[config.mk]
export PLATFORM = sky130hd
export DESIGN_NAME = sad_early_array
export DESIGN_NICKNAME = d
export VERILOG_FILES = /design/src/rtl/sad_pkg.sv /design/src/rtl/sad_ctrl.sv /design/src/rtl/sad_pe.sv /design/src/rtl/sad_datapath.sv /design/src/rtl/sad_early_array.sv
export SDC_FILE = /design/constraint.sdc
export NUM_CORES = 2
export LEC_CHECK = 0
export BUFFER_PORTS_ARGS = -buffer_cell sky130_fd_sc_hd__buf_2
export CORE_UTILIZATION = 65
export DETAILED_ROUTE_END_ITERATION = 7
export PLACE_DENSITY = 0.95
export SYNTH_ARGS = -nofsm -noshare
export SYNTH_HDL_FRONTEND = slang
export SYNTH_HIERARCHICAL = 1
export SYNTH_SLANG_ARGS = --single-unit
[constraint.sdc]
create_clock -name clk -period 64.1 [get_ports clk]
set_clock_uncertainty 0.1 [all_clocks]
set_input_delay 6.41 -clock clk [delete_from_list [all_inputs] [get_ports clk]]
set_output_delay 6.41 -clock clk [all_outputs]
set_load 0.01 [all_outputs]
[src/rtl/sad_pkg.sv]
package sad_pkg;
  // strobes from control to datapath, one cycle each
  typedef struct packed {
    logic accEn;     // a pixel is accepted this cycle
    logic accLoad;   // first pixel of a pass: restart accumulators
    logic chkNow;    // last pixel of a checkpoint row
    logic passDone;  // accumulators hold final values
    logic mbClear;   // new macroblock
  } ctlStrb_t;
endpackage

[src/rtl/sad_ctrl.sv]
module sad_ctrl
  import sad_pkg::*;
#(
  parameter int BLK_W    = 16,
  parameter int BLK_H    = 16,
  parameter int CHK_ROWS = 4,
  parameter int PASS_W   = 4
) (
  input  logic              clk,
  input  logic              rstN,
  input  logic              mbStart,
  input  logic              pixValid,
  output ctlStrb_t          strb,
  output logic [PASS_W-1:0] passIdx
);
  localparam int COL_W = $clog2(BLK_W);
  localparam int ROW_W = $clog2(BLK_H);
  localparam int CHK_W = $clog2(CHK_ROWS + 1);

  logic [COL_W-1:0] colQ;
  logic [ROW_W-1:0] rowQ;
  logic [CHK_W-1:0] grpQ;
  logic             passDoneQ;
  logic             accEn, colLast, rowLast, grpLast, lastPix;

  assign accEn   = pixValid && !mbStart;
  assign colLast = (colQ == COL_W'(BLK_W - 1));
  assign rowLast = (rowQ == ROW_W'(BLK_H - 1));
  assign grpLast = (grpQ == CHK_W'(CHK_ROWS - 1));
  assign lastPix = accEn && colLast && rowLast;

  always_comb begin
    strb.accEn    = accEn;
    strb.accLoad  = accEn && (colQ == '0) && (rowQ == '0);
    strb.chkNow   = accEn && colLast && grpLast && !rowLast;
    strb.passDone = passDoneQ;
    strb.mbClear  = mbStart;
  end

  always_ff @(posedge clk or negedge rstN) begin
    if (!rstN) begin
      colQ <= '0;
      rowQ <= '0;
      grpQ <= '0;
    end else if (mbStart) begin
      colQ <= '0;
      rowQ <= '0;
      grpQ <= '0;
    end else if (accEn) begin
      if (colLast) begin
        colQ <= '0;
        if (rowLast) begin
          rowQ <= '0;
          grpQ <= '0;
        end else begin
          rowQ <= rowQ + 1'b1;
          grpQ <= grpLast ? '0 : grpQ + 1'b1;
        end
      end else begin
        colQ <= colQ + 1'b1;
      end
    end
  end

  always_ff @(posedge clk or negedge rstN) begin
    if (!rstN) begin
      passDoneQ <= 1'b0;
      passIdx   <= '0;
    end else begin
      passDoneQ <= lastPix;
      if (mbStart)        passIdx <= '0;
      else if (passDoneQ) passIdx <= passIdx + 1'b1;
    end
  end

  // end-of-pass strobe never lasts two cycles
  p_done_pulse_r7: assert property (@(posedge clk) disable iff (!rstN)
    passDoneQ |=> !passDoneQ);

  // an idle cycle leaves the sweep position untouched
  p_idle_hold_r8: assert property (@(posedge clk) disable iff (!rstN)
    (!pixValid && !mbStart) |=> ($stable(colQ) && $stable(rowQ)));

  // a new macroblock restarts the sweep at the first pixel
  p_mb_restart_r6: assert property (@(posedge clk) disable iff (!rstN)
    mbStart |=> (colQ == '0 && rowQ == '0 && passIdx == '0));
endmodule

[src/rtl/sad_pe.sv]
module sad_pe #(
  parameter int PIX_W = 8,
  parameter int SAD_W = 16
) (
  input  logic             clk,
  input  logic             rstN,
  input  logic [PIX_W-1:0] curPix,
  input  logic [PIX_W-1:0] refPix,
  input  logic             accEn,
  input  logic             accLoad,
  input  logic             chkNow,
  input  logic [SAD_W-1:0] bestRef,
  output logic [SAD_W-1:0] acc,
  output logic             peOn
);
  logic [PIX_W-1:0] absDiff;
  logic [SAD_W-1:0] sumNext;

  assign absDiff = (curPix > refPix) ? (curPix - refPix) : (refPix - curPix);
  assign sumNext = (accLoad ? '0 : acc) + SAD_W'(absDiff);

  always_ff @(posedge clk or negedge rstN) begin
    if (!rstN) begin
      acc  <= '0;
      peOn <= 1'b1;
    end else if (accLoad) begin
      acc  <= sumNext;
      peOn <= 1'b1;
    end else if (accEn && peOn) begin
      acc <= sumNext;
      if (chkNow && (sumNext > bestRef)) peOn <= 1'b0;
    end
  end

  // a disabled element keeps its accumulator frozen
  p_frozen_off_r4: assert property (@(posedge clk) disable iff (!rstN)
    (!peOn && !accLoad) |=> $stable(acc));

  // an element only turns off when its partial exceeds the best
  p_kill_justified_r3: assert property (@(posedge clk) disable iff (!rstN)
    $fell(peOn) |-> (acc > bestRef));
endmodule

[src/rtl/sad_datapath.sv]
module sad_datapath
  import sad_pkg::*;
#(
  parameter int NUM_PE = 16,
  parameter int PIX_W  = 8,
  parameter int SAD_W  = 16,
  parameter int PASS_W = 4
) (
  input  logic                    clk,
  input  logic                    rstN,
  input  ctlStrb_t                strb,
  input  logic [PASS_W-1:0]       passIdx,
  input  logic [PIX_W-1:0]        curPix,
  input  logic [NUM_PE*PIX_W-1:0] refPix,
  output logic [NUM_PE*SAD_W-1:0] sadOut,
  output logic [NUM_PE-1:0]       sadOk,
  output logic [SAD_W-1:0]        bestSad,
  output logic [PASS_W+$clog2(NUM_PE)-1:0] bestIdx
);
  localparam int PE_W  = $clog2(NUM_PE);
  localparam int IDX_W = PASS_W + PE_W;

  logic [SAD_W-1:0] accArr [NUM_PE];
  logic [NUM_PE-1:0] onVec;

  for (genvar k = 0; k < NUM_PE; k++) begin : g_pe
    sad_pe #(.PIX_W(PIX_W), .SAD_W(SAD_W)) u_pe (
      .clk     (clk),
      .rstN    (rstN),
      .curPix  (curPix),
      .refPix  (refPix[k*PIX_W +: PIX_W]),
      .accEn   (strb.accEn),
      .accLoad (strb.accLoad),
      .chkNow  (strb.chkNow),
      .bestRef (bestSad),
      .acc     (accArr[k]),
      .peOn    (onVec[k])
    );
    assign sadOut[k*SAD_W +: SAD_W] = accArr[k];
  end

  assign sadOk = onVec;

  // pick smallest valid result, strict compare keeps lower index and old best
  logic [SAD_W-1:0] winVal;
  logic [PE_W-1:0]  winPe;
  logic             winFound;

  always_comb begin
    winVal   = bestSad;
    winPe    = '0;
    winFound = 1'b0;
    for (int i = 0; i < NUM_PE; i++) begin
      if (onVec[i] && (accArr[i] < winVal)) begin
        winVal   = accArr[i];
        winPe    = PE_W'(i);
        winFound = 1'b1;
      end
    end
  end

  always_ff @(posedge clk or negedge rstN) begin
    if (!rstN) begin
      bestSad <= '1;
      bestIdx <= '0;
    end else if (strb.mbClear) begin
      bestSad <= '1;
      bestIdx <= '0;
    end else if (strb.passDone && winFound) begin
      bestSad <= winVal;
      bestIdx <= IDX_W'({passIdx, winPe});
    end
  end

  // within a macroblock the best never gets worse
  p_best_monotone_r5: assert property (@(posedge clk) disable iff (!rstN)
    !strb.mbClear |=> (bestSad <= $past(bestSad)));

  // a new macroblock restores the maximum best
  p_best_cleared_r6: assert property (@(posedge clk) disable iff (!rstN)
    strb.mbClear |=> (bestSad == '1));

  // the best only moves at the end of a pass
  p_best_at_done_r5: assert property (@(posedge clk) disable iff (!rstN)
    (!strb.passDone && !strb.mbClear) |=> ($stable(bestSad) && $stable(bestIdx)));
endmodule

[src/rtl/sad_early_array.sv]
module sad_early_array
  import sad_pkg::*;
#(
  parameter int NUM_PE   = 16,
  parameter int BLK_W    = 16,
  parameter int BLK_H    = 16,
  parameter int CHK_ROWS = 4,
  parameter int PASS_W   = 4,
  parameter int PIX_W    = 8,
  localparam int SAD_W   = $clog2(BLK_W * BLK_H * ((1 << PIX_W) - 1) + 1),
  localparam int IDX_W   = PASS_W + $clog2(NUM_PE)
) (
  input  logic                    clk,
  input  logic                    rstN,
  input  logic                    mbStart,
  input  logic                    pixValid,
  input  logic [PIX_W-1:0]        curPix,
  input  logic [NUM_PE*PIX_W-1:0] refPix,
  output logic                    passDone,
  output logic [NUM_PE*SAD_W-1:0] sadOut,
  output logic [NUM_PE-1:0]       sadOk,
  output logic [SAD_W-1:0]        bestSad,
  output logic [IDX_W-1:0]        bestIdx
);
  ctlStrb_t          strb;
  logic [PASS_W-1:0] passIdx;

  sad_ctrl #(
    .BLK_W(BLK_W), .BLK_H(BLK_H), .CHK_ROWS(CHK_ROWS), .PASS_W(PASS_W)
  ) u_ctrl (
    .clk      (clk),
    .rstN     (rstN),
    .mbStart  (mbStart),
    .pixValid (pixValid),
    .strb     (strb),
    .passIdx  (passIdx)
  );

  sad_datapath #(
    .NUM_PE(NUM_PE), .PIX_W(PIX_W), .SAD_W(SAD_W), .PASS_W(PASS_W)
  ) u_dp (
    .clk     (clk),
    .rstN    (rstN),
    .strb    (strb),
    .passIdx (passIdx),
    .curPix  (curPix),
    .refPix  (refPix),
    .sadOut  (sadOut),
    .sadOk   (sadOk),
    .bestSad (bestSad),
    .bestIdx (bestIdx)
  );

  assign passDone = strb.passDone;
endmodule

**Yosys cells after proc, flatten, opt, wreduce, memory -nomap -nowiden**

Cells that the tools add are included.
Widths: inputs -> output; s select.

- Add/subtract/negate cells: 52
- Magnitude comparators: 48
- Eq/ne operators: 3
- Mux-type cells: 177
- Reduce and logical (&&, ||, !) cells: 113

Operators by type and width:

| operator | number |
|---|---|
| $mux 16 | 66 |
| $add 16x8->16 | 16 |
| $gt 16x16->1 | 16 |
| $lt 16x16->1 | 16 |
| $sub 8x8->8 | 32 |
| $mux 8 | 18 |
| $gt 8x8->1 | 16 |
| $reduce_bool 2->1 | 36 |
| $mux 4 | 17 |
| $mux 1 | 65 |
| $logic_and 1x1->1 | 56 |
| $reduce_and 2->1 | 17 |
| $mux 3 | 9 |
| $add 4x1->4 const B | 3 |
| $eq 4x4->1 const B | 2 |
| $logic_not 4->1 | 2 |
| $mux 2 | 2 |
| $add 3x1->3 const B | 1 |
| $eq 3x2->1 const B | 1 |
| $logic_not 1->1 | 2 |

- Register bits after elaboration: 312
- Bits of input ports: 140
- Output and inout port bits: 297
- Word-level logic and storage cells: 432

**Depth between registers and ports, before layout**

- Word-level depth: 51
- Gate-level depth with buffers: 228
- Gate-level depth less buffers: 202

**By module**

The synthesis kept the hierarchy.

Modules (own cells, without submodules):

| module | times used | cells an instance | area each (µm²) | sequential area each (µm²) |
|---|---|---|---|---|
| sad_pe at u_dp.g_pe[13].u_pe ... | 8 | 275 | 2,275.9 | 426.7 |
| sad_datapath | 1 | 1,615 | 11,604.9 | 620.6 |
| sad_pe at u_dp.g_pe[7].u_pe ... | 3 | 327 | 2,586.2 | 426.7 |
| sad_pe at u_dp.g_pe[0].u_pe ... | 3 | 287 | 2,402.3 | 426.7 |
| sad_pe at u_dp.g_pe[6].u_pe | 1 | 305 | 2,434.8 | 426.7 |
| sad_pe at u_dp.g_pe[12].u_pe | 1 | 280 | 2,312.2 | 426.7 |
| sad_ctrl | 1 | 88 | 867.1 | 400.4 |

**Worst setup path after synthesis**

OpenSTA, ideal clock, no wires.

- Path type: register to register
- Start point: register u_dp.bestSad[14]
- End point: register u_dp.bestSad[10]
- Library setup time: 81 ps
- Arrival: 38,530 ps
- Required time: 63,919 ps
- Path slack: 25,388 ps
- Stages on the path, launching flop included: 220
- Buffers on the path: 28
- Clock period less this slack: 38,712 ps
- Cells stage by stage: dfstp_2 -> inv_1 -> ha_1 -> nand4_1 -> nor3_1 -> a41oi_2 -> nand3_1 -> buf_2 -> buf_1 -> mux2i_1 -> ha_1 -> nand4_1 -> nor4b_2 -> nor4b_1 -> nand4_1 -> o211ai_2 -> or2_1 -> clkbuf_1 -> [184 not listed] -> o211ai_1 -> buf_4 -> buf_4 -> mux2i_1 -> ha_1 -> a21oi_1 -> nor2b_1 -> o21ai_0 -> nand2b_1 -> a21oi_1 -> nor2b_1 -> o21ai_0 -> o2111ai_1 -> a311o_1 -> buf_6 -> buf_6 -> mux2_4 -> a211oi_2

- Longest elaborated chain between the ends: 50
- Elaborated cells between the ends (all ways): 68
- Classes of those cells: 16 x order compare; 34 x mux; 18 x reduce/logical

RTL lines:

| what | RTL line | text |
|---|---|---|
| start, declared | sad_datapath.sv:17 | `output logic [SAD_W-1:0] bestSad,` |
| start signal, assigned | sad_datapath.sv:70 | `bestSad <= winVal;` |
| $lt 16x16->1 | sad_datapath.sv:54 | `if (onVec[i] && (accArr[i] < winVal)) begin` |
| $logic_and 1x1->1 | sad_datapath.sv:54 |  |
| $mux 16 | sad_datapath.sv:54 |  |
| $lt 16x16->1 | sad_datapath.sv:54 |  |
| $logic_and 1x1->1 | sad_datapath.sv:54 |  |
| $mux 16 | sad_datapath.sv:54 |  |
| $lt 16x16->1 | sad_datapath.sv:54 |  |
| $logic_and 1x1->1 | sad_datapath.sv:54 |  |
| [34 not listed] | -- |  |
| $lt 16x16->1 | sad_datapath.sv:54 |  |
| $logic_and 1x1->1 | sad_datapath.sv:54 |  |
| $mux 16 | sad_datapath.sv:54 |  |
| $lt 16x16->1 | sad_datapath.sv:54 |  |
| $logic_and 1x1->1 | sad_datapath.sv:54 |  |
| $mux 16 / $mux 1 (equally long branches) | sad_datapath.sv:54 |  |
| $mux 16 / $logic_and 1x1->1 (equally long branches) | sad_datapath.sv:69 | `end else if (strb.passDone && winFound) begin` |
| $mux 16 / $reduce_bool 2->1 (equally long branches) | -- |  |

Several ways; a longest one is shown, not always the timed one. The select of a mux whose other input is x is not followed.
A chain may end at the register's enable or synchronous reset.

**Worst setup path after layout**

- Start point: register u_dp.bestSad[6]
- End point: register u_dp.bestSad[15]

Same word-level chain as after synthesis.

==> flow_summary.json <==
{
  "detail_route.drc_violations": 0,
  "clock.fmax_mhz": 21.6,
  "worst_pin_slew_ns": 1.18,
  "core_area_mm2": 0.0763,
  "yosysWarnings": 6,
  "ios": 437,
  "postSynthCellCount": 6330,
  "place_hpwl_mm": 126,
  "die_x_um": 280,
  "route.vias.total": 51300,
  "htree_num_levels": 2,
  "yosys_most_used_dff": "dfrtp_1",
  "routed_wirelength_mm": 173,
  "regToRegSetupSlack_ns": 17.73,
  "core.rowCount": 101,
  "cts_num_sinks": 312,
  "ant_nets": 0,
  "crit_path_most_repeated_cell": "a21oi_1",
  "wire_per_inst_um": 22.3,
  "grt.overflow.total": 0,
  "ys_seq_area_share_pct": 15.6,
  "first_pass_iters": 7,
  "synth_enable_flop_cells": 0,
  "relSlewSlack_pct": 21.2,
  "crit_arrival_ns": 46.75,
  "initial_antenna_violation_count": 12,
  "finalSetupTns_ns": 0,
  "run_status": "finished, final reports clean",
  "gp_congestion": 0.987,
  "postLayoutCoreUtil_pct": 71.8,
  "cts_buffers": 40,
  "ctsLongestPathBuffers": 3,
  "grt_pass1_vias": 48400,
  "reg2regPathDepth": 199,
  "finish.net_count": 7715,
  "die-height_um": 280,
  "clk_transition_reported_paths_ns": 0.06,
  "tritoncts": "done",
  "area_delta_synth_final_pct": 8.68,
  "setup_violations": 0,
  "count_of_cell_types_in_the_netlist": 125,
  "grtUsageTotal_pct": 42.0,
  "grt_setup_unrepaired": "no",
  "worst_skew_pair.late_latency_ns": 0.60,
  "syn_area_per_cell_um2": 7.96,
  "yosys_register_bits": 312,
  "synth_async_sr_flop_share_pct": 100,
  "final_layout_size_suffix_gt1_share_pct": 14.1,
  "grt_pass1_wl_mm": 261,
  "mappedNetlistNets": 7362,
  "numPortBuffers": 436,
  "cp_slowest_cell": "nand3_1",
  "timing.setup.critical_path_class": "register to register",
  "min_period_over_period_pct": 72.3,
  "start_util_pct": 66.0,
  "number_of_buffers_added_to_fix_hold_violations_after_cts": 0,
  "drv.max_cap_violation_count": 0,
  "synthesis.area_mm2": 0.0504,
  "hold-worst-slack_ns": 0.428,
  "detail_route.iter0.violations": 5936,
  "vias_per_cell": 6.62,
  "start_kind": "register",
  "hold_path.class": "register to register",
  "drv_slew": 0,
  "period_needed_ns": 46.37,
  "report.final.hold_viol_count": 0,
  "critical_path_required_ns": 64.47,
  "resized_cells_post_cts": 0,
  "maximum_single_stage_delay_on_the_critical_path_ns": 0.91,
  "post_cts.repair.setup_buffers": 0,
  "worstReg2RegStart": "u_dp/bestSad[6]",
  "ctsRootBufferMaster": "clkbuf_16",
  "die_area_mm2": 0.0786,
  "maximum_number_of_pins_on_one_net_before_global_route_repair": 169,
  "capture_point_of_the_worst_path": "u_dp/bestSad[15]",
  "worst_r2r_endpoint": "u_dp/bestSad[15]",
  "critical_path.startpoint": "u_dp/bestSad[6]",
  "critical_path_peak_fanout": 35,
  "endpoint_kind": "register"
}
==> registers in the layout, indices dropped and copies added (netlist names) <==
register	cells
u_dp/bestSad	16
u_ctrl/passIdx	4
u_dp/g_pe.u_pe/peOn	16
u_ctrl/passDoneQ	1
u_dp/g_pe.u_pe/acc	256
u_ctrl/rowQ	4
u_ctrl/grpQ	3
u_ctrl/colQ	4
u_dp/bestIdx	8
==> cell usage after synthesis (all sizes together), types with 15 or more instances <==
cell type | instances | area (um^2)
mux2 | 213 | 2470
o31ai | 62 | 470
nand3b | 15 | 125
and3 | 25 | 156
nor4 | 52 | 353
a311oi | 24 | 229
nand3 | 97 | 485
a21o | 191 | 1460
or3 | 52 | 325
o211ai | 39 | 298
or4 | 43 | 323
a2111oi | 20 | 206
and4 | 21 | 185
a211o | 18 | 159
nor3b | 18 | 135
mux2i | 165 | 1660
xor2 | 116 | 1020
a21oi | 432 | 2260
o21ai | 374 | 1930
dfrtp | 280 | 7010
o221ai | 31 | 328
and2 | 47 | 300
clkbuf | 104 | 394
o2111ai | 26 | 246
nand2b | 70 | 438
fa | 48 | 961
ha | 844 | 10600
nor2b | 239 | 1500
nor2 | 413 | 1550
nand2 | 366 | 1370
xnor2 | 180 | 1580
nor3 | 82 | 415
buf | 62 | 443
nand4b | 15 | 131
o21a | 86 | 649
nand4 | 193 | 1220
dfstp | 32 | 841
inv | 931 | 3490
a211oi | 67 | 636
or2 | 33 | 206
a31oi | 35 | 225
a21boi | 22 | 203
==> worst max-delay path, delay by kind of cell (launching register included) <==
kind,cells,cell delay [ns]
and+or+nand+nor,66,14.83
adders and majority gates,16,4.41
buffers and inverters,21,3.39
muxes,6,2.40
DFF,1,0.52
AOI/OAI and AO/OA,90,20.45
==> layout by cell type, fill, tap and decap left out, types with 40 or more instances in the layout <==
| cell | netlist | final |
|---|---|---|
| nand2b_1 | 70 | 70 |
| buf_4 | 10 | 40 |
| and2_1 | 43 | 43 |
| nor4_1 | 49 | 48 |
| ha_1 | 844 | 844 |
| fa_1 | 48 | 48 |
| nor2b_1 | 238 | 237 |
| nor3_1 | 81 | 81 |
| buf_2 | 24 | 434 |
| mux2_2 | 185 | 185 |
| nand3_1 | 97 | 97 |
| inv_1 | 931 | 931 |
| clkbuf_16 | 0 | 40 |
| or4_1 | 43 | 43 |
| nand4_1 | 192 | 192 |
| xor2_1 | 116 | 116 |
| dfrtp_1 | 280 | 280 |
| a211oi_1 | 42 | 42 |
| mux2i_1 | 164 | 164 |
| a21oi_1 | 421 | 419 |
| o21a_1 | 83 | 83 |
| nand2_1 | 366 | 366 |
| or3_1 | 52 | 52 |
| o21ai_0 | 339 | 339 |
| nor2_1 | 412 | 412 |
| a21o_1 | 187 | 187 |
| o31ai_1 | 61 | 61 |
| xnor2_1 | 180 | 180 |
==> area by class of cell <==
type | count | area, um^2
clock inverter | 16 | 198
multi-input combinational | 4921 | 38200
fill | 5753 | 21600
sequential | 312 | 7850
tap | 1030 | 1290
inverter | 931 | 3490
antenna | 8 | 20.0
timing repair buffer | 477 | 2530
clock buffer | 58 | 1150
==> through the flow <==
stage | instance area, um^2 | instances | setup slack, ns
6_report | 54800 | 7753 | 17.73
5_1_grt | 54800 | 7750 | 14.25
4_1_cts | 54700 | 7745 | 18.95
3_5_place_dp | 53400 | 7671 | 19.15
3_3_place_gp | 53400 | 7671 | 20.76
2_1_floorplan | 50400 | 6330 | 25.39
==> cells by family after synthesis <==
kind of cell	synth area share, %
and+or+nand+nor	18.5
AOI/OAI and AO/OA	21.0
buffers and inverters	8.60
adders and majority gates	23.0
muxes	8.19
DFF	15.6
xor gates and xnor gates	5.14
==> layer usage <==
layer	vias up	GRT usage, %	routed length, um
met1	24100	49.6	63100
met3	847	10.2	19900
li1	23100	-	-
met5	-	0	63
met2	3277	66.5	76100
met4	10	30.1	13700
==> worst min-delay path by stage <==
stage | endpoint | slack [ns] | start | depth (start not counted)
after CTS | u_ctrl/grpQ[2] | 0.43 | u_ctrl/grpQ[2] | 1
after detailed placement | u_ctrl/grpQ[2] | 0.41 | u_ctrl/grpQ[2] | 1
final | u_ctrl/grpQ[2] | 0.43 | u_ctrl/grpQ[2] | 1
after global placement | u_ctrl/grpQ[2] | 0.40 | u_ctrl/grpQ[2] | 1
after global routing | u_ctrl/grpQ[2] | 0.44 | u_ctrl/grpQ[2] | 1
after floorplan | u_ctrl/grpQ[2] | 0.38 | u_ctrl/grpQ[2] | 1
Power is left out: the tool's default activity adds up to more than one toggle a clock period on the data nets, which glitch-free logic cannot reach.
